## src/rtl/fv_word_store.sv

```systemverilog
module fv_word_store #(
  parameter int DEPTH  = 64,
  parameter int WORD_W = 32,
  parameter int LOW_W  = 5,
  localparam int NFV    = 1 << LOW_W,
  localparam int HIGH_W = WORD_W - LOW_W,
  localparam int AW     = $clog2(DEPTH),
  localparam int CW     = $clog2(DEPTH + 1)
) (
  input  logic              clk,
  input  logic              rst_n,
  input  logic              tbl_we,
  input  logic [LOW_W-1:0]  tbl_idx,
  input  logic [WORD_W-1:0] tbl_data,
  input  logic              tbl_vld_in,
  input  logic              wr_en,
  input  logic [AW-1:0]     wr_addr,
  input  logic [WORD_W-1:0] wr_data,
  input  logic              rd_en,
  input  logic [AW-1:0]     rd_addr,
  output logic [WORD_W-1:0] rd_data,
  output logic              rd_valid,
  output logic [CW-1:0]     gated_cnt
);

  logic [WORD_W-1:0] fv_val [NFV];
  logic [NFV-1:0]    fv_ok;

  logic [LOW_W-1:0]  lo_f  [DEPTH];
  logic [HIGH_W-1:0] hi_f  [DEPTH];
  logic [DEPTH-1:0]  raw_f;
  logic [DEPTH-1:0]  live;

  logic             hit;
  logic [LOW_W-1:0] code;
  logic             store_wr;
  logic             old_gated;

  always_comb begin
    hit  = 1'b0;
    code = '0;
    for (int i = NFV - 1; i >= 0; i--) begin
      if (fv_ok[i] && fv_val[i] == wr_data) begin
        hit  = 1'b1;
        code = LOW_W'(i);
      end
    end
  end

  assign store_wr  = wr_en && !tbl_we;
  assign old_gated = live[wr_addr] && !raw_f[wr_addr];

  always_ff @(posedge clk or negedge rst_n) begin
    if (!rst_n) begin
      fv_ok <= '0;
      for (int i = 0; i < NFV; i++) fv_val[i] <= '0;
    end else if (tbl_we) begin
      fv_ok[tbl_idx]  <= tbl_vld_in;
      fv_val[tbl_idx] <= tbl_data;
    end
  end

  always_ff @(posedge clk or negedge rst_n) begin
    if (!rst_n)         live <= '0;
    else if (tbl_we)    live <= '0;
    else if (wr_en)     live[wr_addr] <= 1'b1;
  end

  always_ff @(posedge clk) begin
    if (store_wr) begin
      raw_f[wr_addr] <= !hit;
      lo_f[wr_addr]  <= hit ? code : wr_data[LOW_W-1:0];
      if (!hit) hi_f[wr_addr] <= wr_data[WORD_W-1:LOW_W];
    end
  end

  always_ff @(posedge clk or negedge rst_n) begin
    if (!rst_n)        gated_cnt <= '0;
    else if (tbl_we)   gated_cnt <= '0;
    else if (wr_en)    gated_cnt <= gated_cnt - CW'(old_gated) + CW'(hit);
  end

  always_ff @(posedge clk or negedge rst_n) begin
    if (!rst_n) begin
      rd_valid <= 1'b0;
      rd_data  <= '0;
    end else begin
      rd_valid <= rd_en;
      if (rd_en) begin
        if (!live[rd_addr])      rd_data <= '0;
        else if (raw_f[rd_addr]) rd_data <= {hi_f[rd_addr], lo_f[rd_addr]};
        else                     rd_data <= fv_val[lo_f[rd_addr]];
      end
    end
  end

endmodule


```

## config.mk

```make
export PLATFORM = sky130hd
export DESIGN_NAME = fv_word_store
export DESIGN_NICKNAME = d
export VERILOG_FILES = /design/src/rtl/fv_word_store.sv
export SDC_FILE = /design/constraint.sdc
export NUM_CORES = 2
export LEC_CHECK = 0
export BUFFER_PORTS_ARGS = -buffer_cell sky130_fd_sc_hd__buf_2
export CAP_MARGIN = 20
export CORE_ASPECT_RATIO = 0.7
export CORE_UTILIZATION = 64
export CTS_CLUSTER_SIZE = 10
export DETAILED_ROUTE_END_ITERATION = 10
export PLACE_DENSITY = 0.87
export SLEW_MARGIN = 20
export SYNTH_ARGS = -nofsm -noshare
export SYNTH_HDL_FRONTEND = slang
export SYNTH_SLANG_ARGS = --single-unit
```

## constraint.sdc

```tcl
create_clock -name clk -period 5.79 [get_ports clk]
set_input_delay 0 -clock clk [delete_from_list [all_inputs] [get_ports clk]]
set_output_delay 0 -clock clk [all_outputs]
set_load 0.1 [all_outputs]
```

==> results of run 1 <==
-- metrics by stage --
| stage | cells | instance area (sq um) | setup slack [ps] |
|---|---|---|---|
| 2_1_floorplan | 9799 | 149800 | 276.4 |
| 3_3_place_gp | 12855 | 157200 | 453.9 |
| 3_5_place_dp | 12857 | 157300 | 413.2 |
| 4_1_cts | 13447 | 168100 | 391.8 |
-- repair_timing --
item                      4_1_cts
hold endpoints to repair     2364
hold buffers                   64
setup buffers                   0
-- per-layer routing --
metal / track usage, % / GRT overflow
met5: 25.75 / 4
met3: 55.77 / 1
met4: 48.38 / 91
met1: 78.77 / 8
met2: 85.36 / 112
-- kinds of logic after synthesis --
kind of cell	count (synthesis)
DFF	3272
muxes	2148
and+or+nand+nor	1915
xor gates and xnor gates	1024
buffers and inverters	820
AOI/OAI and AO/OA	612
adders and majority gates	8
==> impl_results.md, run 1 <==
* Cts bufs inserted at 372
* Post-synthesis mux area share at between 20 and 25%
* Synth Area in XOR/XNOR at 5.986%
* Pin count of the biggest net entering global routing at 164
* Post-Synth Simple-Gate Area at about 6.5%
* Cell taking the most area after synthesis: edfxtp_1
* Synthesized netlist net count at around 9900
* Adder-Cell Fraction of Synth Area at less than 1%
* CTS sink count at about 3300
* Most frequent cells after synthesis: edfxtp_1, dfrtp_1, mux2_2, mux4_2, nand2_1
* Stopping stage: global routing (5_1_grt)
* Detail Placement HPWL at 425200 microns
* Synth Flop Type: edfxtp_1
* Clk buf depth at 4
* Cell count after synthesis at roughly 10000
* Resize count post-CTS at 0
* Top cells by area, synth: edfxtp_1, dfrtp_1, mux4_2
* Total grt overflow at roughly 220
* EDFF count, synth at 2112
* Starting Density at 64.42%
* Total Routing Usage GR at between 60% and 70%
* Rows at about 150
* Die Y at around 400 microns
* GP Congestion at roughly 1.1
* First-pass GRT wire length at between 1000000 and 1500000 microns
* Clock tree root buffer cell: clkbuf_16
* Post-synthesis register bit count at 3272
* Status: aborted with a tool error
* Async SR Flop Fraction at 35.45%
* Mapped Avg Cell Area at between 15 and 20 sq um
* Synth top area share at 42.33%
* Vias in the first global route at roughly 120k
* Post-synthesis sequential area ratio at approximately 62%
* Main combinational cell family by area after synthesis: multiplexers
* Halt Reason: [ERROR GRT-0116] Global routing finished with congestion. Check the congestion regions in the DRC Viewer.
* Most common cell in the netlist: edfxtp_1
* Netlist Area Pre-Place at around 150000 sq um
* I/O Buffers at around 130
* Number of library cell types mapped by synthesis at 83
* H-tree Lvls at 5
* Horiz. Die Dim at slightly below 600 microns
* Compound-Gate Fraction of Synth Area at 2.756%
* Synth Warn # at 0
* I/O Pins at between 100 and 150
==> inputs of run 2 (changes only) <==
Settings changed: CORE_ASPECT_RATIO 0.7 to unset, CORE_UTILIZATION 64 to 40, CTS_CLUSTER_SIZE 10 to unset, PLACE_DENSITY 0.87 to unset, PLACE_DENSITY_LB_ADDON set to 0.15.
==> impl_results.md, run 2 <==
* Post-synthesis register bit count at around 3300
* CP Launch Type: register
* Clock Pin Slew Worst Setup and Hold Paths at ~60 ps
* Vias at approximately 96000
* Fin Clk Skew at between 90 and 100 ps
* Final setup violation count at 0
* GP Congestion at approximately 0.98
* Vias per cell at 6.158
* Worst VDD drop at about 0.28 mV
* Leak pwr at 0.06329 uW
* Clock tree root buffer cell: clkbuf_16
* Synthesized netlist net count at 9894
* Cell count after synthesis at 9799
* Post-Synth Simple-Gate Area at ~6.5%
* Reg-to-reg endpoint: gated_cnt[6]
* Synth Warn # at 0
* Rows at 224
* Placed inst area at 160200 sq um
* Reg2Reg Setup Slack at approximately 370 ps
* CP arrival at around 6200 ps
* Initial DRC count at about 12000
* Vias in the first global route at approximately 95000
* Layout area overhead at 15.50%
* Final Hold Fails at 0
* Post-route DRC violation count at 36
* P per Cell Area at 364.3 nW/um^2
* H-tree Lvls at 5
* Most frequent cells after synthesis: edfxtp_1, dfrtp_1, mux2_2, mux4_2, nand2_1
* Top flop regs: hi_f: 1728 flops, fv_val: 1024 flops, lo_f: 320 flops
* Worst Path Max Fanout at 3
* Total grt overflow at 0
* First-pass GRT wire length at 827100 microns
* Slew Limit Fails at 0
* EDFF count, synth at roughly 2100
* Final period utilization at 93.53%
* Router iterations before antenna repair at 9
* Main combinational cell family by area after synthesis: multiplexers
* Cts bufs inserted at roughly 370
* CTS tree: done
* Fillers at 32640
* Finished layout cell area at around 170000 sq um
* Hold depth at 2
* Worst hold margin at between 60 and 70 ps
* Cell taking the most area after synthesis: edfxtp_1
* Die Y at between 600 and 700 microns
* Failing checks: DRC
* Clock latency on the worst-skew pair at 1020 ps
* Horiz. Die Dim at slightly above 600 microns
* Fmax at 184.7 MHz
* Initial antenna violation count at 53
* Status: finished with violations
* Critical path class: reg -> reg
* Clk buf depth at 4
* Relative slew slack at between 15 and 20%
* CTS sink count at 3272
* WHS Endpoint: hi_f[46][2]
* Crit. End Element: register
* Most frequent cells in the layout: edfxtp_1, dfrtp_1, mux2_2, mux4_2, nand2_1
* Starting Density at ~40%
* Resize count post-CTS at 0
* Synth top area share at roughly 42%
* Compound-Gate Fraction of Synth Area at under 10%
* Commonest non-fill, non-tap cell in the layout: edfxtp_1
* Most common cell in the netlist: edfxtp_1
* Top reg by flops: hi_f
* Post-synthesis mux area share at a little over 20%
* Total Routing Usage GR at between 30% and 40%
* Reg2reg start: fv_val[3]
* Max reg flops at roughly 1700
* Die area at between 300000 and 400000 sq um
* Adder-Cell Fraction of Synth Area at 0.07182%
* WL final at ~610000 microns
* Top cells by area, synth: edfxtp_1, dfrtp_1, mux4_2
* Synth Flop Type: edfxtp_1
* Netlist Area Pre-Place at about 150000 sq um
* Hold path start: wr_data[7]
* Core ar. at approximately 370000 sq um
* Fin nets at roughly 10000
* Post-CTS Setup Bufs at 0
* Pin count of the biggest net entering global routing at 122
* Routed WL per cell at around 40 microns
* Post-synthesis sequential area ratio at 61.71%
* Worst reg-to-reg path cell count at 26
* I/O Pins at 127
* Worst-margin pin slew at approximately 1300 ps
* Synth Area in XOR/XNOR at 5.986%
* Share of layout cells above drive strength 1 at about 30%
* Detail Placement HPWL at 406900 microns
* Post-DRT Antenna Nets at 0
* CP required at around 6600 ps
* Mapped Avg Cell Area at around 15 sq um
* Crit path time final at between 5000 and 6000 ps
* Async SR Flop Fraction at between 30% and 40%
* Max-Cap Viols at 0
* I/O Buffers at between 100 and 150
* Number of library cell types mapped by synthesis at 83
* Tightest Hold Check Type: in -> reg
* RSZ-0062 raised after global routing: no
==> run 2: how the worst max path moves through the flow <==
stage	slack [ps]	cells after the start	from	endpoint
after detailed placement	30	16	rd_addr[4]	rd_data[14]
after global placement	-190	27	wr_data[17]	gated_cnt[6]
after floorplan	280	11	wr_data[3]	lo_f[0][0]
final	370	26	fv_val[3]	gated_cnt[6]
after global routing	320	26	fv_val[3]	gated_cnt[6]
after CTS	420	26	fv_val[3]	gated_cnt[6]
==> run 2: area by class of cell <==
cell class	count	area, sq um	share of cell area (%)
clock inverters	192	1933	1.117
clock buffers	479	10090	5.831
repair buffers	829	7321	4.231
diodes	26	65.06	0.03760
well taps	4972	6221	3.595
flip-flops and latches	3272	92450	53.42
inverters	111	424.2	0.2451
multi-input cells	5707	54540	31.52
==> run 2: critical path, cell delays in order, from the launching register on <==
cell and delay, ps:
dfrtp_1 500, xor2_1 410, nor4_1 110, nand4_1 140, nor4_1 80, a41oi_1 410
buf_4 200, o311ai_1 90, buf_4 160, nor3_1 630, buf_12 220, nand3_4 120
inv_1 130, ha_1 240, inv_1 110, ha_1 180, inv_1 60, fa_1 420
nor2b_1 120, o21ai_0 90, nand2b_1 140, a21o_1 130, a21oi_1 70, xnor2_1 150
nand2_1 100, xor2_1 150, nor2_1 60
==> run 2: where the power goes <==
| group | switching, uW | internal, uW |
|---|---|---|
| clock | 10000 | 13600 |
| combinational | 7030 | 4090 |
| sequential | 1900 | 26500 |
| total | 18900 | 44100 |
==> run 2: cells by family (layout without fill, tap and decap cells) <==
group           after synthesis  in the layout
fa+ha+maj                     8              8
simple gates               1915           1915
mux                        2148           2148
buf+inv                     820           1611
xor+xnor                   1024           1024
other cells                   0             26
compound gates              612            612
flops                      3272           3272
==> run 2: per-stage QoR <==
stage          power (uW)  util (%)  setup WS, ps  instances  setup TNS, ps
2_1_floorplan       34120         -         276.4       9799              0
3_3_place_gp        39560     43.00        -185.4      14813         -191.6
3_5_place_dp        39620     43.00         28.87      14813              0
4_1_cts             63110     46.44         415.1      15562              0
5_1_grt             64680     46.44         319.5      15567              0
6_report            63040     46.46         374.8      15588              0
==> run 2: timing repair <==
action / in CTS / in global routing
endpoints found under the setup margin: 0 / 0
hold buffers: 78 / 0
endpoints found under the hold margin: 3347 / 0
==> run 2: routing by layer <==
metal	track usage, %	part of all wire [%]	vias up	wire length [microns]
met5	0	0.019	-	113
met4	15.44	5.7	16	34840
met3	4.797	7.0	1069	42500
met2	50.29	46	4450	280600
met1	43.71	41	51837	252000
li1	-	-	38619	-
Power figures use the tool's default switching activity.
